==> src/rtl/pit_pkg.sv <==
package pit_pkg;
  localparam int ADDR_W = 8;
  localparam logic [ADDR_W-1:0] OFS_COUNT = 8'h20;
  localparam logic [ADDR_W-1:0] OFS_LOAD  = 8'h24;
  localparam logic [ADDR_W-1:0] OFS_CTRL  = 8'h28;
  localparam int CTRL_AUTO_BIT = 0;
  localparam int CTRL_RUN_BIT  = 1;
endpackage

==> src/rtl/pit_wr_gate.sv <==
module pit_wr_gate
  import pit_pkg::*;
#(
  parameter int HOLD_TICKS = 1
) (
  input  logic              clk,
  input  logic              rst_n,
  input  logic              tick_i,
  input  logic              wr_valid_i,
  input  logic [ADDR_W-1:0] wr_addr_i,
  output logic              wr_ready_o,
  output logic              acc_load_o,
  output logic              acc_ctrl_o
);
  localparam int HW = $clog2(HOLD_TICKS + 1);

  logic [HW-1:0] hold_q;
  logic          is_ctrl;
  logic          accept;

  assign is_ctrl    = (wr_addr_i == OFS_CTRL);
  assign wr_ready_o = !(is_ctrl && (hold_q != '0));
  assign accept     = wr_valid_i && wr_ready_o;
  assign acc_ctrl_o = accept && is_ctrl;
  assign acc_load_o = accept && (wr_addr_i == OFS_LOAD);

  // Hold-off: a control write reopens the window; ticks close it.
  always_ff @(posedge clk) begin
    if (!rst_n) begin
      hold_q <= '0;
    end else if (acc_ctrl_o) begin
      hold_q <= HW'(HOLD_TICKS);
    end else if (tick_i && (hold_q != '0)) begin
      hold_q <= hold_q - 1'b1;
    end
  end

  assert_ctrl_backpressure_R7 : assert property (@(posedge clk) disable iff (!rst_n)
    acc_ctrl_o |=> ((wr_addr_i != OFS_CTRL) || !wr_ready_o));

  assert_load_never_stalls_R7 : assert property (@(posedge clk) disable iff (!rst_n)
    (wr_addr_i == OFS_LOAD) |-> wr_ready_o);
endmodule

==> src/rtl/pit_ctrl_regs.sv <==
module pit_ctrl_regs
  import pit_pkg::*;
#(
  parameter int WIDTH = 32
) (
  input  logic             clk,
  input  logic             rst_n,
  input  logic             acc_load_i,
  input  logic             acc_ctrl_i,
  input  logic [WIDTH-1:0] wdata_i,
  output logic [WIDTH-1:0] load_o,
  output logic             run_o,
  output logic             auto_o,
  output logic             preset_o,
  output logic [WIDTH-1:0] preset_val_o
);
  logic load_ok;
  logic start_by_ctrl;
  logic start_by_load;

  // Reload is writable only while stopped.
  assign load_ok       = acc_load_i && !run_o;
  assign start_by_ctrl = acc_ctrl_i && wdata_i[CTRL_RUN_BIT] && !run_o;
  assign start_by_load = load_ok && auto_o && (wdata_i != '0);

  always_comb begin
    preset_o     = 1'b0;
    preset_val_o = load_o;
    if (load_ok) begin
      preset_o     = 1'b1;
      preset_val_o = wdata_i;
    end else if (start_by_ctrl) begin
      preset_o     = 1'b1;
      preset_val_o = load_o;
    end
  end

  always_ff @(posedge clk) begin
    if (!rst_n) begin
      load_o <= '0;
      run_o  <= 1'b0;
      auto_o <= 1'b0;
    end else begin
      if (load_ok) load_o <= wdata_i;
      if (acc_ctrl_i) begin
        run_o  <= wdata_i[CTRL_RUN_BIT];
        auto_o <= wdata_i[CTRL_AUTO_BIT];
      end else if (start_by_load) begin
        run_o <= 1'b1;
      end
    end
  end

  assert_load_locked_R4 : assert property (@(posedge clk) disable iff (!rst_n)
    run_o |=> $stable(load_o));

  assert_autostart_R5 : assert property (@(posedge clk) disable iff (!rst_n)
    (acc_load_i && auto_o && !run_o && (wdata_i != '0)) |=> run_o);

  assert_zero_autostart_R8 : assert property (@(posedge clk) disable iff (!rst_n)
    (acc_load_i && !acc_ctrl_i && !run_o && (wdata_i == '0)) |=> !run_o);
endmodule

==> src/rtl/pit_downcount.sv <==
module pit_downcount #(
  parameter int WIDTH = 32
) (
  input  logic             clk,
  input  logic             rst_n,
  input  logic             tick_i,
  input  logic             run_i,
  input  logic [WIDTH-1:0] load_i,
  input  logic             preset_i,
  input  logic [WIDTH-1:0] preset_val_i,
  output logic [WIDTH-1:0] count_o,
  output logic             expire_o
);
  logic active;
  logic at_end;

  assign active = run_i && (load_i != '0);
  assign at_end = (count_o <= WIDTH'(1));

  always_ff @(posedge clk) begin
    if (!rst_n) begin
      count_o  <= '0;
      expire_o <= 1'b0;
    end else if (preset_i) begin
      count_o  <= preset_val_i;
      expire_o <= 1'b0;
    end else if (tick_i && active) begin
      count_o  <= at_end ? load_i : count_o - 1'b1;
      expire_o <= at_end;
    end else begin
      expire_o <= 1'b0;
    end
  end

  assert_expire_reloads_R2 : assert property (@(posedge clk) disable iff (!rst_n)
    expire_o |-> (count_o == load_i));

  assert_count_hold_R9 : assert property (@(posedge clk) disable iff (!rst_n)
    (!tick_i && !preset_i) |=> ($stable(count_o) && !expire_o));

  assert_stopped_silent_R6 : assert property (@(posedge clk) disable iff (!rst_n)
    !run_i |=> !expire_o);

  assert_zero_load_silent_R8 : assert property (@(posedge clk) disable iff (!rst_n)
    (load_i == '0) |=> !expire_o);
endmodule

==> src/rtl/pit_timer.sv <==
module pit_timer
  import pit_pkg::*;
#(
  parameter int WIDTH      = 32,
  parameter int HOLD_TICKS = 1
) (
  input  logic              clk,
  input  logic              rst_n,
  input  logic              tick_i,
  input  logic              wr_valid_i,
  output logic              wr_ready_o,
  input  logic [ADDR_W-1:0] wr_addr_i,
  input  logic [WIDTH-1:0]  wr_data_i,
  input  logic [ADDR_W-1:0] rd_addr_i,
  output logic [WIDTH-1:0]  rd_data_o,
  output logic              expire_o
);
  logic             acc_load;
  logic             acc_ctrl;
  logic [WIDTH-1:0] load_val;
  logic             run;
  logic             auto_start;
  logic             preset;
  logic [WIDTH-1:0] preset_val;
  logic [WIDTH-1:0] count_val;

  pit_wr_gate #(.HOLD_TICKS(HOLD_TICKS)) u_gate (
    .clk        (clk),
    .rst_n      (rst_n),
    .tick_i     (tick_i),
    .wr_valid_i (wr_valid_i),
    .wr_addr_i  (wr_addr_i),
    .wr_ready_o (wr_ready_o),
    .acc_load_o (acc_load),
    .acc_ctrl_o (acc_ctrl)
  );

  pit_ctrl_regs #(.WIDTH(WIDTH)) u_regs (
    .clk          (clk),
    .rst_n        (rst_n),
    .acc_load_i   (acc_load),
    .acc_ctrl_i   (acc_ctrl),
    .wdata_i      (wr_data_i),
    .load_o       (load_val),
    .run_o        (run),
    .auto_o       (auto_start),
    .preset_o     (preset),
    .preset_val_o (preset_val)
  );

  pit_downcount #(.WIDTH(WIDTH)) u_cnt (
    .clk          (clk),
    .rst_n        (rst_n),
    .tick_i       (tick_i),
    .run_i        (run),
    .load_i       (load_val),
    .preset_i     (preset),
    .preset_val_i (preset_val),
    .count_o      (count_val),
    .expire_o     (expire_o)
  );

  always_comb begin
    case (rd_addr_i)
      OFS_COUNT: rd_data_o = count_val;
      OFS_LOAD:  rd_data_o = load_val;
      OFS_CTRL:  rd_data_o = {{(WIDTH-2){1'b0}}, run, auto_start};
      default:   rd_data_o = '0;
    endcase
  end
endmodule

==> config.mk <==
export PLATFORM = sky130hd
export DESIGN_NAME = pit_timer
export DESIGN_NICKNAME = d
export VERILOG_FILES = /design/src/rtl/pit_pkg.sv /design/src/rtl/pit_wr_gate.sv /design/src/rtl/pit_ctrl_regs.sv /design/src/rtl/pit_downcount.sv /design/src/rtl/pit_timer.sv
export SDC_FILE = /design/constraint.sdc
export NUM_CORES = 1
export LEC_CHECK = 0
export BUFFER_PORTS_ARGS = -buffer_cell sky130_fd_sc_hd__buf_2
export CORE_MARGIN = 3
export CORE_UTILIZATION = 24
export CTS_CLUSTER_SIZE = 8
export DETAILED_ROUTE_END_ITERATION = 7
export GPL_TIMING_DRIVEN = 0
export HOLD_SLACK_MARGIN = 0.08
export SLEW_MARGIN = 20
export SYNTH_ARGS = -nofsm -noshare
export SYNTH_HDL_FRONTEND = slang
export SYNTH_SLANG_ARGS = --single-unit
==> constraint.sdc <==
create_clock -name clk -period 4.7 [get_ports clk]
set_input_delay 0.47 -clock clk [delete_from_list [all_inputs] [get_ports clk]]
set_output_delay 0.47 -clock clk [all_outputs]
set_load 0.02 [all_outputs]
## Yosys cells after proc, flatten, opt, wreduce, memory -nomap -nowiden

Cells that the tools add are included.

- Register bits after elaboration: 68
- Latch bits: 0
- Memory bits (writable): 0
- Memory bits (read-only): 0
- Bits of input ports: 52
- Output and inout port bits: 34
- Logic and storage cells: 47
- Memories kept: 0

- Add/sub/neg operators: 2
- Multipliers: 0
- Divide/modulo/power cells: 0
- Order comparisons: 1
- Equality and inequality tests: 5
- Shift operators: 0
- Muxes and demuxes: 11
- Bitwise logic cells: 2
- Reduce and logical (&&, ||, !) cells: 20

Operator list:

| operator | count |
|---|---|
| two-way mux 32 bit | 4 |
| case mux 32 bit (3 select lines) | 1 |
| nonzero test 32 bit | 2 |
| equality test 8 x 6 -> 1 bit (second input constant) | 5 |
| less-or-equal comparator 32 x 1 -> 1 bit (second input constant) | 1 |
| subtractor 32 x 1 -> 32 bit (second input constant) | 1 |
| logical AND 1 bit | 12 |
| two-way mux 1 bit | 6 |
| nonzero test 2 bit | 3 |
| OR reduction 3 bit | 1 |
| zero test 1 bit | 2 |
| inverter 1 bit | 2 |
| subtractor 1 bit (second input constant) | 1 |

## Logic depth before layout (Yosys ltp)

Gate-level depths: netlist (run 1).

- Word-level depth: 10
- Gate-level depth with buffers: 9
- Gate-level depth less buffers: 8

## Hierarchy

A second synthesis (run 1) with hierarchy kept.

- Cells, all modules: 561
- Area, all modules: 4707.0 um2

Modules (own cells, without submodules):

| module | times used | cells an instance | area an instance (um2) | sequential area each (um2) |
|---|---|---|---|---|
| pit_downcount | 1 | 342 | 2482.4 | 660.6 |
| pit_ctrl_regs | 1 | 128 | 1577.8 | 680.7 |
| pit_timer | 1 | 78 | 545.5 | 0.0 |
| pit_wr_gate | 1 | 13 | 101.3 | 20.0 |

## Worst setup path after synthesis (run 1)

OpenSTA, ideal clock, no wires.

- Path kind: flip-flop to flip-flop
- Start point: register u_cnt.count_o[2]
- End point: register u_cnt.count_o[19]
- Setup time: 115 ps
- Arrival: 2362 ps
- Data required time: 4585 ps
- Path slack: 2223 ps
- Cell stages (with the launch flop): 10
- Path buffers: 3
- Period minus slack after synthesis: 2477 ps
- Path through: dfxtp_1 > buf_6 > or4_4 > buf_6 > or4_4 > buf_6 > nor4b_4 > xnor2_1 > a21oi_1 > o21a_1

- Word-level cells in the longest chain between the ends: 4
- Elaborated cells between the ends (all ways): 5
- Classes of those cells: add/sub: 1; order compare: 1; mux: 3

Ends and longest elaborated chain:

| element | RTL line | source |
|---|---|---|
| start: declaration | pit_downcount.sv:11 | `output logic [WIDTH-1:0] count_o,` |
| start signal: assignment | pit_downcount.sv:25 | `count_o <= preset_val_i;` |
| start signal: assignment | pit_downcount.sv:28 | `count_o <= at_end ? load_i : count_o - 1'b1;` |
| subtractor 32 x 1 -> 32 bit / less-or-equal comparator 32 x 1 -> 1 bit (equally long branches) | pit_downcount.sv:28, pit_downcount.sv:18 |  |
| two-way mux 32 bit (*) | pit_downcount.sv:28 |  |
| two-way mux 32 bit (*) | pit_downcount.sv:27 | `end else if (tick_i && active) begin` |
| two-way mux 32 bit (*) | pit_downcount.sv:24 | `end else if (preset_i) begin` |

Mark *: on every way between the ends. The rest lies on a longest branch, timed or not. The select of a mux whose other input is x is not followed.
A chain may end at the register's enable or synchronous reset.

## Final worst setup path (run 1)

- Start point: register u_cnt.count_o[17]
- End point: register u_cnt.count_o[25]

Same word-level chain as after synthesis.

==> flow_summary.json, run 1 <==
{
  "cp_max_fo": 10,
  "drive_gt1_frac": 0.1631,
  "synth-main-ff-cell": "dfxtp_1",
  "syn_area_per_cell_um2": 7.703,
  "start_kind": "register",
  "synth_cell_type_count": 53,
  "clkSinkCount": 68,
  "maxCapViolCount": 0,
  "crit_path_end_kind": "register",
  "rows": 50,
  "irDropWorstVdd_v": 0.0001569,
  "cp_common_cell": "clkbuf_1",
  "globalplace.congestion": 0.8845,
  "grt_overflow": 0,
  "start_util": 0.2471,
  "synth_edf_count": 0,
  "place_hpwl_um": 13860,
  "status": "finished, final reports clean",
  "met3_usage": 0.02803,
  "dp.cells": 950,
  "cp_data_arrival_time_ns": 3.29,
  "die_area_um2": 21160,
  "grt-busiest-layer": "met2",
  "n_antenna_cell": 0,
  "core_um2": 18890,
  "synth_area_um2": 4668,
  "critical_path.cell_chain": "or4_1 -> clkbuf_1 -> nor3_1 -> nand4_1 -> clkbuf_1 -> o21ai_0 -> a21oi_1 -> o21a_1",
  "clk_latency_ns": 0.34,
  "cts_inserted_buffers": 9,
  "cts_setup_buffers": 0,
  "synthArstFlopShare": 0,
  "htreeDepth": 3,
  "cp.required_ns": 4.94,
  "cts_hold_buf": 0,
  "clock_path_buffers": 2,
  "globalRouteMet2Util": 0.2657,
  "power_density_nw_per_um2": 253.7,
  "wl_per_cell_um": 19.05,
  "power_leakage_nw": 2.134,
  "grt_usage": 0.1686,
  "hold_viol": 0,
  "die_w_um": 145.5,
  "layout_common_cells": "86 x buf_2, 77 x nor2_1, 68 x dfxtp_1",
  "instances_no_fill": 965,
  "grt_pass1_wl_um": 28230,
  "setup_ws_ns": 1.643,
  "ant_nets": 0,
  "final_nets": 755,
  "slew_violations": 0,
  "grt_max_degree": 12,
  "portBuffers": 84,
  "drc": 0,
  "ys.warnings.count": 0,
  "root_buffer": "clkbuf_16",
  "hold_path_class": "input pin to register",
  "num_io_pins": 86,
  "fmax_mhz": 327.1,
  "power.total_mw": 1.456,
  "cts_resized": 0,
  "drt_iter0_drc": 441,
  "synth_seq_cells": 68,
  "avgViaCountPerCell": 5.193,
  "first_pass_iters": 5,
  "slew-limit-headroom": 0.3084,
  "path_clk_slew_ns": 0.06,
  "max_stage_delay_ns": 0.54,
  "yosysSeqAreaShare": 0.2916,
  "cts_tree": "built",
  "critPathSlowestCell": "or4_1",
  "critPathKind": "register to register",
  "syn_inst": 606,
  "synth_nets": 660,
  "tns_ns": 0,
  "area_growth_pct": 22.94,
  "finalSetupViolCount": 0,
  "rsz0062_at_grt": "no",
  "num_vias": 5011,
  "die_y_um": 145.5,
  "worst_clock_skew_ns": 0.005702,
  "tightest_slew_ns": 1.037,
  "preCtsSetupSlack_ns": 1.557,
  "final_common_cell": "buf_2",
  "use_met1": 0.2286,
  "grt_pass1_vias": 4695,
  "period_needed_ns": 3.057,
  "antenna_found_initial": 0,
  "routed_wl_um": 18390,
  "period_share": 0.6505
}
layout make-up:
cell class	instances	area (um^2)
tap	260	325.3
multi-input combinational	482	3072
inverter	4	15.01
buffer	52	220.2
clock buffer	11	252.7
clock inverter	4	72.57
sequential	68	1361
timing repair buffer	84	420.4
fill	2112	13150
kinds of logic after synthesis:
kind of cell	synth area share
multiplexers	0.08577
AO/OA/AOI/OAI	0.2541
flip-flops	0.2916
buffers and inverters	0.05039
XOR/XNOR	0.04878
AND/OR/NAND/NOR	0.2640
adder cells (fa/ha/maj)	0.005360
registers in the layout, indices dropped and copies added (netlist names):
signal	cells
u_cnt.count_o	32
u_cnt.expire_o	1
u_gate.hold_q	1
u_regs.auto_o	1
u_regs.load_o	32
u_regs.run_o	1
synth_stat cells (15+ instances only):
| library cell | n | area, um^2 |
|---|---|---|
| nor2_1 | 77 | 289.0 |
| dfxtp_1 | 68 | 1361 |
| nand2_1 | 66 | 247.7 |
| clkbuf_1 | 42 | 157.7 |
| mux2i_1 | 40 | 400.4 |
| a21boi_0 | 35 | 262.8 |
| o21ai_0 | 26 | 130.1 |
| a21oi_1 | 25 | 125.1 |
| a22oi_1 | 25 | 187.7 |
| nor4_1 | 24 | 150.1 |
| xnor2_1 | 18 | 157.7 |
| o2bb2ai_1 | 15 | 131.4 |
layer usage:
layer / up-vias / part of all wire
li1: 2391 / -
met1: 2373 / 0.44
met2: 213 / 0.45
met3: 34 / 0.072
met4: 0 / 0.037
met5: - / 0
worst paths after layout:
path                                   startpoint                 to  slack, ns  depth (start not counted)
worst max-delay path            u_cnt.count_o[17]  u_cnt.count_o[25]       1.64                          8
worst min-delay path                 wr_data_i[8]   u_regs.load_o[8]       0.41                          3
worst max register to register  u_cnt.count_o[17]  u_cnt.count_o[25]       1.64                          8
worst min register to register      u_gate.hold_q      u_gate.hold_q       0.53                          2
worst max-delay path, delay by kind of cell (launching register included):
family                 cells  cell delay (ns)
AND/OR/NAND/NOR            3             1.45
buffers and inverters      2             0.58
AO/OA/AOI/OAI              3             0.52
flip-flops                 1             0.40
report_power, final:
part	internal [mW]	total, mW	switching (mW)
registers	0.577	0.579	0.00129
clock network	0.489	0.750	0.261
logic	0.0492	0.127	0.0780
per-stage QoR:
stage	area, um^2	hold slack [ns]	util
after global placement	5414	0.5013	0.2866
after global routing	5739	0.4226	0.3038
after detailed placement	5414	0.5171	0.2866
after floorplan	4668	0.4769	-
after CTS	5739	0.4116	0.3038
final	5739	0.4076	0.3038
No activity file was read; power rests on OpenSTA's default activity.
==> run 2, diff against run 1 <==
Settings changed: ABC_AREA set to 1.
Clock period 4.7 ns to 2.7 ns, I/O delays scaled along.
==> flow_summary.json, run 2 <==
{
  "start_util": 0.2460,
  "area_growth_pct": 20.59,
  "final_common_cell": "nand2_1",
  "num_vias": 5900,
  "tns_ns": 0,
  "synthArstFlopShare": 0,
  "slew_violations": 0,
  "p_int_mw": 1.741,
  "p_comb_frac": 0.065,
  "ys.warnings.count": 0,
  "power_leakage_nw": 3.111,
  "core_um2": 20430,
  "syn_area_per_cell_um2": 5.762,
  "reg_top3": "u_cnt.count_o x32, u_regs.load_o x32",
  "clock_path_buffers": 2,
  "cts_setup_buffers": 0,
  "drc": 0,
  "synth.top_cell.area_share": 0.2709,
  "power_density_nw_per_um2": 377.7,
  "htreeDepth": 3,
  "ant_nets": 0,
  "cp_data_arrival_time_ns": 2.09,
  "n_antenna_cell": 0,
  "p_clk_frac": 0.496,
  "period_share": 0.8735,
  "rows": 52,
  "cts_inserted_buffers": 9,
  "crit_path_end_kind": "primary output",
  "grt_usage": 0.1866,
  "path_clk_slew_ns": 0.05,
  "p_sw_frac": 0.2395,
  "routed_wl_um": 21070,
  "grt_pass1_vias": 5399,
  "start_kind": "input pin",
  "finalSetupViolCount": 0,
  "switching_power_mw": 0.5480,
  "antenna_found_initial": 0,
  "num_io_pins": 86,
  "die_y_um": 150.7,
  "grt_max_degree": 11,
  "syn_inst": 872,
  "preCtsSetupSlack_ns": 0.3464,
  "first_pass_iters": 5,
  "slew-limit-headroom": 0.4915,
  "synth_area_um2": 5025,
  "fmax_mhz": 424.0,
  "yosysSeqAreaShare": 0.2709,
  "p_seq_frac": 0.440,
  "synth_cell_type_count": 37,
  "layout_common_cells": "223 x nand2_1, 163 x nor2_1, 146 x inv_1",
  "status": "finished, final reports clean",
  "synth-main-ff-cell": "dfxtp_1",
  "die_area_um2": 22710,
  "place_hpwl_um": 16780,
  "clk_latency_ns": 0.35,
  "irDropWorstVdd_v": 0.0002054,
  "clkSinkCount": 68,
  "period_needed_ns": 2.358,
  "rsz0062_at_grt": "no",
  "hold_path_class": "input pin to register",
  "drt_iter0_drc": 640,
  "critPathKind": "input pin to primary output",
  "yosys.cell_count.top_type": "nand2_1",
  "maxCapViolCount": 0,
  "cp_max_fo": 10,
  "setup_ws_ns": 0.3415,
  "die_w_um": 150.7,
  "cts_resized": 0,
  "tightest_slew_ns": 0.7628,
  "netlist_top_cells_count": "223 x nand2_1, 163 x nor2_1, 146 x inv_1, 72 x nand3_1, 68 x dfxtp_1",
  "synth_seq_cells": 68,
  "cts_tree": "built",
  "synth_edf_count": 0,
  "cp.required_ns": 2.43,
  "wl_per_cell_um": 16.99,
  "ys_top_cells_by_area": "dfxtp_1 27%, nand2_1 17%, nor2_1 12%, inv_1 11%, nand3_1 7.2%",
  "cts_hold_buf": 0,
  "synth_nets": 926,
  "drive_gt1_frac": 0.1577,
  "avgViaCountPerCell": 4.758,
  "hold_viol": 0,
  "grt_pass1_wl_um": 31630,
  "portBuffers": 84,
  "worst_clock_skew_ns": 0.004679,
  "grt_overflow": 0,
  "globalplace.congestion": 0.9672,
  "synth_area_leader_cell": "dfxtp_1",
  "final_nets": 1021,
  "root_buffer": "clkbuf_16"
}
run 2: cell types whose count changed after synthesis, sizes merged, moves of 32 or more:
cell    previous run  this run
nor2              78       171
nand2             66       230
inv                4       148
mux2i             40         0
clkbuf            42        10
nand3              5        76
a21boi            38         0
run 2: final timing paths:
path                          from                 to  slack, ns  cells past startpoint
hold reg to reg      u_regs.auto_o      u_regs.auto_o       0.50                      2
hold / removal              tick_i      u_gate.hold_q       0.22                      4
setup reg to reg  u_cnt.count_o[0]  u_cnt.count_o[28]       0.50                     11
setup / recovery      rd_addr_i[4]       rd_data_o[2]       0.34                      6
run 2: kinds of logic (layout without fill, tap and decap cells):
kind of cell,Yosys count,after routing,share of synthesized area
AOI/OAI and AO/OA,91,91,0.1066
xor gates and xnor gates,10,10,0.01743
adders and majority gates,2,2,0.004979
buffers and inverters,184,282,0.1541
DFF,68,68,0.2709
and+or+nand+nor,517,517,0.4460
run 2: power by group through the flow:
| stage | combinational, mW | sequential, mW | clock (mW) |
|---|---|---|---|
| after floorplan | 0.0726 | 1.03 | 0 |
| after global placement | 0.147 | 1.03 | 0 |
| after detailed placement | 0.147 | 1.03 | 0 |
| after CTS | 0.147 | 1.01 | 1.15 |
| after global routing | 0.163 | 1.01 | 1.18 |
| final | 0.148 | 1.01 | 1.13 |
run 2: layout make-up:
type | count | area (um^2)
Tap cell | 270 | 337.8
Sequential cell | 68 | 1361
Timing Repair Buffer | 84 | 420.4
Buffer | 35 | 210.2
Clock inverter | 2 | 10.01
Inverter | 149 | 564.3
Clock buffer | 12 | 266.5
Fill cell | 2368 | 14370
Multi-Input combinational cell | 620 | 2889
run 2: worst max-delay path: stages:
cell and delay [ns]:
buf_2 0.10, nor4_2 0.46, nand2_1 0.23, clkbuf_1 0.40, o22ai_1 0.39, buf_2 0.23
run 2: layer usage:
metal | global-route usage | wire (um) | vias to the layer above
li1 | - | - | 2933
met1 | 0.2507 | 9157 | 2650
met2 | 0.2918 | 9414 | 272
met3 | 0.03341 | 1714 | 45
met4 | 0.08386 | 787 | 0
met5 | 0 | 0 | -
run 2: stage by stage:
stage	cell area [um^2]	hold slack [ns]	total power, mW	instances	util
finish	6060	0.2155	2.289	1240	0.2966
global route	6060	0.2349	2.353	1240	0.2966
CTS	6060	0.2066	2.300	1240	0.2966
detailed placement	5783	0.4892	1.174	1226	0.2831
global placement	5783	0.4807	1.175	1226	0.2831
floorplan	5025	0.4272	1.100	872	-
==> run 3, diff against run 2 <==
Settings changed: REMOVE_ABC_BUFFERS set to 1.
==> flow_summary.json, run 3 (synthesis gave the netlist of run 2 again) <==
{
  "grt_max_degree": 50,
  "cts_tree": "built",
  "path_delay_family": "simple AND/OR/NAND/NOR gates",
  "preCtsSetupSlack_ns": -0.3798,
  "power.total_mw": 2.259,
  "start_util": 0.2460,
  "finalSetupViolCount": 0,
  "antenna_found_initial": 0,
  "die_area_um2": 22710,
  "worst_clock_skew_ns": 0.006464,
  "drt_iter0_drc": 408,
  "portBuffers": 85,
  "fmax_mhz": 393.7,
  "cp_max_fo": 32,
  "setup_ws_ns": 0.1601,
  "maxCapViolCount": 0,
  "grt_pass1_wl_um": 27970,
  "die_y_um": 150.7,
  "hold_path_class": "input pin to register",
  "clkSinkCount": 68,
  "cp.required_ns": 2.43,
  "fin_hold_ws_ns": 0.1974,
  "power_leakage_nw": 3.045,
  "cp_data_arrival_time_ns": 2.27,
  "status": "finished, final reports clean",
  "seq_area_um2": 1361,
  "root_buffer": "clkbuf_16",
  "power_density_nw_per_um2": 381.3,
  "period_needed_ns": 2.540,
  "tightest_slew_ns": 0.8856,
  "fin_util": 0.2899,
  "drc": 0,
  "final_nets": 989,
  "place_hpwl_um": 12810,
  "core_um2": 20430,
  "p_comb_frac": 0.060,
  "layout_common_cells": "221 x nand2_1, 162 x nor2_1, 146 x inv_1",
  "multi_input_area_um2": 2929,
  "irDropWorstVdd_v": 0.0003314,
  "clk_latency_ns": 0.35,
  "cts_inserted_buffers": 9,
  "p_seq_frac": 0.445,
  "n_antenna_cell": 0,
  "reg_top3": "u_cnt.count_o x32, u_regs.load_o x32",
  "first_pass_iters": 5,
  "slew_violations": 0,
  "p_int_mw": 1.716,
  "period_share": 0.9407,
  "cp_common_cell": "buf_2",
  "final_common_cell": "nand2_1",
  "num_io_pins": 86,
  "critPathKind": "input pin to primary output",
  "tns_ns": 0,
  "cp.buffers_inverters": 2,
  "hold_viol": 0,
  "num_vias": 5548,
  "area_growth_pct": 17.88,
  "htreeDepth": 3,
  "grt_pass1_vias": 5186,
  "routed_wl_um": 17550,
  "rsz0062_at_grt": "no",
  "p_sw_frac": 0.2404,
  "grt_overflow": 0,
  "start_kind": "input pin",
  "nFillCells": 2385,
  "wl_per_cell_um": 14.52,
  "p_clk_frac": 0.495,
  "switching_power_mw": 0.5430,
  "grt_usage": 0.1582,
  "critPathSlowestCell": "nor4_2",
  "drive_gt1_frac": 0.1427,
  "avgViaCountPerCell": 4.589,
  "clock_path_buffers": 2,
  "ant_nets": 0,
  "globalplace.congestion": 0.9148,
  "max_stage_delay_ns": 0.74,
  "cts_hold_buf": 0,
  "rows": 52,
  "crit_path_end_kind": "primary output",
  "critical_path.cell_chain": "buf_2 -> nor4_2 -> nand2_4 -> o22ai_1 -> buf_2",
  "path_clk_slew_ns": 0.05,
  "slew-limit-headroom": 0.4087,
  "die_w_um": 150.7
}
-- run 3: layer usage --
metal	part of all wire	track usage	routed length, um	up-vias
met5	0	0	0	-
met4	0.024	0.06165	420	0
met3	0.060	0.02830	1050	26
met2	0.45	0.2471	7914	152
met1	0.47	0.2167	8163	2510
li1	-	-	-	2860
-- run 3: final cells by class --
class                           instances  share of cell area
Clock inverter                          2            0.001690
Multi-Input combinational cell        620              0.4945
Sequential cell                        68              0.2298
Timing Repair Buffer                   87             0.07774
Tap cell                              270             0.05703
Inverter                              149             0.09527
Clock buffer                           13             0.04394
-- run 3: what timing repair did --
action | CTS | global route
gates resized for setup | 1 | 3
setup buffers | 0 | 0
endpoints found under the setup margin | 18 | 26
endpoints found under the hold margin | 0 | 0
-- run 3: final timing paths --
check / endpoint / depth (start not counted) / start / slack [ns]
hold reg to reg: u_regs.auto_o / 2 / u_regs.auto_o / 0.47
setup / recovery: rd_data_o[31] / 5 / rd_addr_i[4] / 0.16
setup reg to reg: u_cnt.count_o[15] / 13 / u_cnt.count_o[0] / 0.26
hold / removal: u_gate.hold_q / 4 / tick_i / 0.20
-- run 3: worst min-delay path: stages --
cell	delay [ns]
buf_2	0.10
nand2_1	0.05
nand2_1	0.05
a21oi_1	0.03
-- run 3: stage by stage --
stage	area (um^2)	instances
after floorplan	4815	837
after global placement	5578	1192
after detailed placement	5628	1194
after CTS	5906	1209
after global routing	5923	1209
final	5923	1209
-- run 3: power groups by stage --
stage	sequential, mW	combinational (mW)	clock, mW
3_5_place_dp	1.03	0.135	0
2_1_floorplan	1.03	0.0608	0
3_3_place_gp	1.03	0.133	0
6_report	1.01	0.134	1.12
4_1_cts	1.01	0.136	1.15
5_1_grt	1.01	0.152	1.19
